===== config.mk =====
export PLATFORM = sky130hd
export DESIGN_NAME = obd_irq_mapper
export DESIGN_NICKNAME = d
export VERILOG_FILES = /design/src/rtl/obd_pkg.sv /design/src/rtl/obd_regs.sv /design/src/rtl/obd_vec_fold.sv /design/src/rtl/obd_msg_queue.sv /design/src/rtl/obd_irq_mapper.sv
export SDC_FILE = /design/constraint.sdc
export NUM_CORES = 1
export LEC_CHECK = 0
export ABC_AREA = 1
export BUFFER_PORTS_ARGS = -buffer_cell sky130_fd_sc_hd__buf_4
export CAP_MARGIN = 20
export CORE_MARGIN = 5
export CORE_UTILIZATION = 49
export CTS_CLUSTER_DIAMETER = 40
export CTS_CLUSTER_SIZE = 30
export DETAILED_ROUTE_END_ITERATION = 16
export PLACE_DENSITY_LB_ADDON = 0.25
export RECOVER_POWER = 100
export SLEW_MARGIN = 20
export SYNTH_ARGS = -nofsm -noshare
export SYNTH_HDL_FRONTEND = slang
export SYNTH_SLANG_ARGS = --single-unit
export TNS_END_PERCENT = 20

===== constraint.sdc =====
create_clock -name clk_i -period 3.8 [get_ports clk_i]
set_input_delay 0.19 -clock clk_i [delete_from_list [all_inputs] [get_ports clk_i]]
set_output_delay 0.19 -clock clk_i [all_outputs]
set_load 0.05 [all_outputs]

===== src/rtl/obd_pkg.sv =====
package obd_pkg;
  typedef enum logic [1:0] {
    MODE_MSI  = 2'd0,
    MODE_MSIX = 2'd1,
    MODE_INTX = 2'd2,
    MODE_OFF  = 2'd3
  } irq_mode_e;

  localparam logic [7:0] OFS_DB   = 8'h3C;
  localparam logic [7:0] OFS_CLR  = 8'h40;
  localparam logic [7:0] OFS_STAT = 8'h44;
  localparam logic [7:0] OFS_MODE = 8'h48;
  localparam logic [7:0] OFS_MASK = 8'h74;
endpackage


===== src/rtl/obd_regs.sv =====
module obd_regs
  import obd_pkg::*;
#(
  parameter int DB_W   = 32,
  parameter int ADDR_W = 8
) (
  input  logic              clk_i,
  input  logic              rst_ni,
  input  logic [1:0]        mode_i,
  input  logic [DB_W-1:0]   set_i,
  input  logic              we_i,
  input  logic [ADDR_W-1:0] addr_i,
  input  logic [DB_W-1:0]   wdata_i,
  output logic [DB_W-1:0]   rdata_o,
  output logic [DB_W-1:0]   um_o
);
  logic [DB_W-1:0] db_q, mask_q, clr_v;
  logic            clr_hit, mask_hit;

  assign clr_hit  = we_i && (addr_i == ADDR_W'(OFS_CLR));
  assign mask_hit = we_i && (addr_i == ADDR_W'(OFS_MASK));
  assign clr_v    = clr_hit ? wdata_i : '0;

  // set has priority over a same-cycle clear
  always_ff @(posedge clk_i or negedge rst_ni) begin
    if (!rst_ni) begin
      db_q   <= '0;
      mask_q <= '1;
    end else begin
      db_q <= (db_q & ~clr_v) | set_i;
      if (mask_hit) mask_q <= wdata_i;
    end
  end

  assign um_o = db_q & ~mask_q;

  always_comb begin
    rdata_o = '0;
    if (addr_i == ADDR_W'(OFS_DB))        rdata_o = db_q;
    else if (addr_i == ADDR_W'(OFS_STAT)) rdata_o = um_o;
    else if (addr_i == ADDR_W'(OFS_MODE)) rdata_o = DB_W'(mode_i);
    else if (addr_i == ADDR_W'(OFS_MASK)) rdata_o = mask_q;
  end

  a_r4_set_wins: assert property (@(posedge clk_i) disable iff (!rst_ni)
    (set_i != '0) |=> ((db_q & $past(set_i)) == $past(set_i)));

  a_r3_clear_w1c: assert property (@(posedge clk_i) disable iff (!rst_ni)
    clr_hit |=> ((db_q & $past(wdata_i) & ~$past(set_i)) == '0));

  a_r2_rise_only_by_set: assert property (@(posedge clk_i) disable iff (!rst_ni)
    1'b1 |=> ((db_q & ~$past(db_q) & ~$past(set_i)) == '0));
endmodule


===== src/rtl/obd_vec_fold.sv =====
module obd_vec_fold
  import obd_pkg::*;
#(
  parameter int DB_W = 32
) (
  input  logic            clk_i,
  input  logic            rst_ni,
  input  logic [1:0]      mode_i,
  input  logic [DB_W-1:0] um_i,
  output logic [DB_W-1:0] cond_o
);
  localparam int HALF = DB_W / 2;

  logic [DB_W-1:0] folded;

  for (genvar i = 0; i < DB_W; i++) begin : g_fold
    if (i < HALF) begin : g_lo
      assign folded[i] = um_i[i] | um_i[i+HALF];
    end else begin : g_hi
      assign folded[i] = 1'b0;
    end
  end

  always_comb begin
    unique case (irq_mode_e'(mode_i))
      MODE_MSI:  cond_o = um_i;
      MODE_MSIX: cond_o = folded;
      default:   cond_o = '0;
    endcase
  end

  a_r8_upper_vectors_idle: assert property (@(posedge clk_i) disable iff (!rst_ni)
    (mode_i == MODE_MSIX) |-> (cond_o[DB_W-1:HALF] == '0));

  a_r8_pair_merged: assert property (@(posedge clk_i) disable iff (!rst_ni)
    ((mode_i == MODE_MSIX) && (um_i[HALF-1:0] != '0 || um_i[DB_W-1:HALF] != '0))
      |-> (cond_o != '0));
endmodule


===== src/rtl/obd_msg_queue.sv =====
module obd_msg_queue #(
  parameter int DB_W  = 32,
  parameter int VEC_W = $clog2(DB_W)
) (
  input  logic             clk_i,
  input  logic             rst_ni,
  input  logic [DB_W-1:0]  cond_i,
  output logic             req_o,
  output logic [VEC_W-1:0] vec_o
);
  logic [DB_W-1:0]  cond_q, pend_q, live, grant;
  logic [VEC_W-1:0] sel;
  logic             found;

  assign live = pend_q & cond_i;

  always_comb begin
    sel   = '0;
    found = 1'b0;
    for (int i = 0; i < DB_W; i++) begin
      if (live[i] && !found) begin
        sel   = VEC_W'(i);
        found = 1'b1;
      end
    end
  end

  assign grant = found ? (DB_W'(1) << sel) : '0;

  // entries whose condition drops before issue are discarded
  always_ff @(posedge clk_i or negedge rst_ni) begin
    if (!rst_ni) begin
      cond_q <= '0;
      pend_q <= '0;
    end else begin
      cond_q <= cond_i;
      pend_q <= ((pend_q & ~grant) | (cond_i & ~cond_q)) & cond_i;
    end
  end

  assign req_o = found;
  assign vec_o = sel;

  a_r7_req_live: assert property (@(posedge clk_i) disable iff (!rst_ni)
    req_o |-> cond_i[vec_o]);

  a_r7_one_shot: assert property (@(posedge clk_i) disable iff (!rst_ni)
    req_o |=> !(req_o && vec_o == $past(vec_o)));
endmodule


===== src/rtl/obd_irq_mapper.sv =====
module obd_irq_mapper
  import obd_pkg::*;
#(
  parameter int DB_W   = 32,
  parameter int ADDR_W = 8,
  localparam int VEC_W = $clog2(DB_W)
) (
  input  logic              clk_i,
  input  logic              rst_ni,
  input  logic [1:0]        mode_i,
  input  logic [DB_W-1:0]   set_i,
  input  logic              reg_we_i,
  input  logic [ADDR_W-1:0] reg_addr_i,
  input  logic [DB_W-1:0]   reg_wdata_i,
  output logic [DB_W-1:0]   reg_rdata_o,
  output logic              msg_req_o,
  output logic [VEC_W-1:0]  msg_vec_o,
  output logic              intx_o
);
  logic [DB_W-1:0] um, cond;

  obd_regs #(.DB_W(DB_W), .ADDR_W(ADDR_W)) u_regs (
    .clk_i   (clk_i),
    .rst_ni  (rst_ni),
    .mode_i  (mode_i),
    .set_i   (set_i),
    .we_i    (reg_we_i),
    .addr_i  (reg_addr_i),
    .wdata_i (reg_wdata_i),
    .rdata_o (reg_rdata_o),
    .um_o    (um)
  );

  obd_vec_fold #(.DB_W(DB_W)) u_fold (
    .clk_i  (clk_i),
    .rst_ni (rst_ni),
    .mode_i (mode_i),
    .um_i   (um),
    .cond_o (cond)
  );

  obd_msg_queue #(.DB_W(DB_W), .VEC_W(VEC_W)) u_queue (
    .clk_i  (clk_i),
    .rst_ni (rst_ni),
    .cond_i (cond),
    .req_o  (msg_req_o),
    .vec_o  (msg_vec_o)
  );

  assign intx_o = (mode_i == MODE_INTX) && (um != '0);

  a_r10_no_msg_in_level: assert property (@(posedge clk_i) disable iff (!rst_ni)
    (mode_i == MODE_INTX || mode_i == MODE_OFF) |-> !msg_req_o);

  a_r6_no_level_in_msg: assert property (@(posedge clk_i) disable iff (!rst_ni)
    (mode_i != MODE_INTX) |-> !intx_o);
endmodule


==> summary.md <==
| Metric | Value |
|---|---|
| Slew headroom | 45.7% |
| Flops & latches, synth | 128 |
| Lkg Pwr | 0.00435 uW |
| Power Density | 412 mW/mm^2 |
| Internal | 2720 uW |
| Clock latency on the worst-skew pair | 420 ps |
| Switching share of power | 25.0% |
| Place WS | 334 ps |
| NetSw | 906 uW |
| Final min period | 3690 ps |
| Routed Antenna Nets | 0 |
| Seq/Total Area, Yosys | 50.3% |
| Multi-input gate area | 0.00259 mm^2 |
| Rows | 42 |
| CTS tree | done |
| Crit path DAT | 3500 ps |
| Number of synthesized flops with an enable pin | 0 |
| I/O Pins | 116 |
| Period utilisation layout | 97.1% |
| Filler Cells Inserted | 1,059 |
| Register area | 0.00324 mm^2 |
| Max H-tree Level | 4 |
| Routed vias | 5,956 |
| DP HPWL | 12,500 um |
| DRT Wirelength | 18,100 um |
| Die X | 125 um |
| Total track usage | 23.5% |
| Core box area | 0.0131 mm^2 |
| Initial antenna violation count | 0 |
| Fraction of layout cells with a size suffix above 1 | 27.6% |
| WL/cell | 15.6 um |
| Top cells by count, synth | nand2_1 (207), inv_1 (151), dfrtp_1 (96), o21ai_0 (72), nor2_1 (37) |
| Slew Limit Fails | 0 |
| Fmax | 0.271 GHz |
| Critical Path Fanout Max | 4 |
| Area leader, netlist | dfrtp_1 |
| Clk_skew | 6.48 ps |
| Hold Fails Final Rpt | 0 |
| Most numerous cell in the Yosys netlist | nand2_1 |
| Final worst slack | 111 ps |
| Ys async rst share | 100% |
| Peak VDD IR | 0.317 mV |
| CP bufs+invs | 4 |
| Crit-path cells | inv_2 > nand2_2 > nand2_2 > nand3_4 > nand2_4 > nor2_8 > nand4_4 > nor2_4 > nand4_4 > nor2_4 > nand4_4 > nor2_4 > nand4_4 > nor2_4 > nand4_4 > nor2_4 > nand4_4 > nor2_4 > buf_4 > nand3_1 > nand4_1 > clkinv_1 > nand2_1 > buf_6 |
| Port Buffers | 115 |
| First DRT Iteration DRCs | 399 |
| Max Cap Violations | 0 |
| Warning count from the yosys run | 0 |
| Worst Path Required | 3610 ps |
| Clock power frac | 46.1% |
| Vias in the first global route | 5,906 |
| Area of the die | 0.0156 mm^2 |
| Least-Margin Pin Slew | 815 ps |
| Layout area overhead | 36.4% |
| First-pass GRT wire length | 29,400 um |
| DR pass1 iterations | 5 |
| WS Path Type | flip-flop to output pin |
| Gr ovfl total | 0 |
| Syn Nets | 866 |
| Final net count | 1,049 |
| Final Setup Violations | 0 |
| Worst setup EP type | output pin |
| Combinational group share of total power | 13.4% |
| Vias per cell | 5.13 |
| Residual DRC count | 0 |
| Mapped cell area | 0.00645 mm^2 |
| Hold_ws | 15.6 ps |
| Max incr delay on CP | 550 ps |
| Pin count of the biggest net entering global routing | 67 |
| Slowest-stage cell, CP | dfstp_2 |
| CTS Buf Count | 17 |
| Top FF cell, synth | dfrtp_1 |
| Clock Tree Buf Depth | 2 |
| RSZ-0062 raised after global routing | yes |
| Run status | finished, final reports clean |
| Hold WC Path Type | input pin to flip-flop |
| Die Ht | 125 um |
| Initial Util | 49.3% |
| RePlAce Congestion | 0.855 |
| CTS root buf | clkbuf_16 |
| Count of cell types in the netlist | 38 |
| Clock tree sinks | 128 |
| Delay-heaviest family, CP | simple AND/OR/NAND/NOR gates |
| Crit start category | flip-flop |
| Clock slew at reported path FFs | 60 ps |
| Post-synth top area share | 37.2% |
| Synth top area cells | dfrtp_1 (37%), dfstp_2 (13%), nand2_1 (12%) |
| Post-Syn Area per Cell | 8.18 um^2 |
| Sequential share of power | 40.4% |
| # diodes | 0 |
| Syn Inst Count | 789 |
-- path summary, 6_finish.rpt --
check / slack [ps] / from / cells past startpoint / endpoint
min reg2reg: 400 / u_queue.cond_q[0] / 1 / u_queue.pend_q[0]
max in group asynchronous: 2560 / rst_ni / 3 / u_regs.mask_q[30]
max reg2reg: 840 / u_regs.mask_q[1] / 21 / u_queue.pend_q[31]
max: 110 / u_regs.mask_q[1] / 24 / msg_vec_o[0]
min in group asynchronous: 400 / rst_ni / 2 / u_queue.pend_q[2]
min: 20 / reg_wdata_i[26] / 3 / u_regs.mask_q[26]
-- cell usage in the layout, fill, tap and decap left out, types with 5 or more instances in the layout --
master	synthesis	layout
a21oi_1	15	14
buf_4	0	147
buf_6	3	6
clkbuf_16	0	17
dfrtp_1	96	96
dfstp_2	32	32
dlygate4sd3_1	0	34
inv_1	151	147
inv_2	6	10
nand2_1	207	195
nand2_2	5	14
nand3_1	22	20
nand4_1	17	17
nand4_4	6	6
nor2_1	37	37
nor2_4	6	6
nor3_1	8	8
o21ai_0	72	72
o21ai_1	8	8
o221ai_1	30	30
o32ai_1	5	5
-- what timing repair did --
item                                    4_1_cts  5_1_grt
gates resized for setup                      10       24
setup buffers                                10       17
hold endpoints to repair                     70        0
hold buffers                                 34        0
pin swaps                                     8       21
endpoints found under the setup margin        6        6
-- metrics by stage --
| step | utilization, % | power [uW] | TNS, ps | cell area [um^2] | cells |
|---|---|---|---|---|---|
| floorplan | - | 1720 | 0 | 6450 | 789 |
| global placement | 57.6 | 1890 | 0 | 7540 | 1068 |
| detailed placement | 57.6 | 1890 | 0 | 7540 | 1068 |
| CTS | 65.7 | 3620 | 0 | 8590 | 1144 |
| global route | 67.3 | 3770 | -378 | 8800 | 1161 |
| finish | 67.3 | 3630 | 0 | 8800 | 1161 |
-- cell families after synthesis --
family	count (synthesis)	share of synthesized area (%)
AOI/OAI and AO/OA	149	14.3
buffers and inverters	185	11.1
DFF	128	50.3
and+or+nand+nor	327	24.4
-- registers in the layout, summed over array words and instances, names as in the netlist --
name	flops
u_queue.cond_q	32
u_regs.mask_q	32
u_regs.db_q	32
u_queue.pend_q	32
-- per-layer routing --
| layer | vias to the layer above | share of wire, % | track usage, % |
|---|---|---|---|
| li1 | 2918 | - | - |
| met1 | 2831 | 43 | 31.5 |
| met2 | 182 | 48 | 36.6 |
| met3 | 25 | 6.6 | 7.20 |
| met4 | 0 | 2.4 | 7.54 |
| met5 | - | 0 | 0 |
-- power groups by stage --
| stage | clock, uW | combinational [uW] | sequential [uW] |
|---|---|---|---|
| global route | 1760 | 534 | 1470 |
| finish | 1670 | 488 | 1470 |
| global placement | 0 | 405 | 1480 |
| detailed placement | 0 | 411 | 1480 |
| floorplan | 0 | 243 | 1480 |
| CTS | 1690 | 464 | 1460 |
-- worst min-delay path, cell delays in order --
cell and delay, ps:
buf_4 110, inv_1 50, o21ai_0 80
-- layout make-up --
type                            instances  share of cell area [%]
Inverter                              161                    6.89
Timing Repair Buffer                  188                    17.4
Tap cell                              176                    2.50
Sequential cell                       128                    36.8
Multi-Input combinational cell        476                    29.5
Clock inverter                         10                    1.52
Clock buffer                           22                    5.39
(Power assumes the default switching activity.)
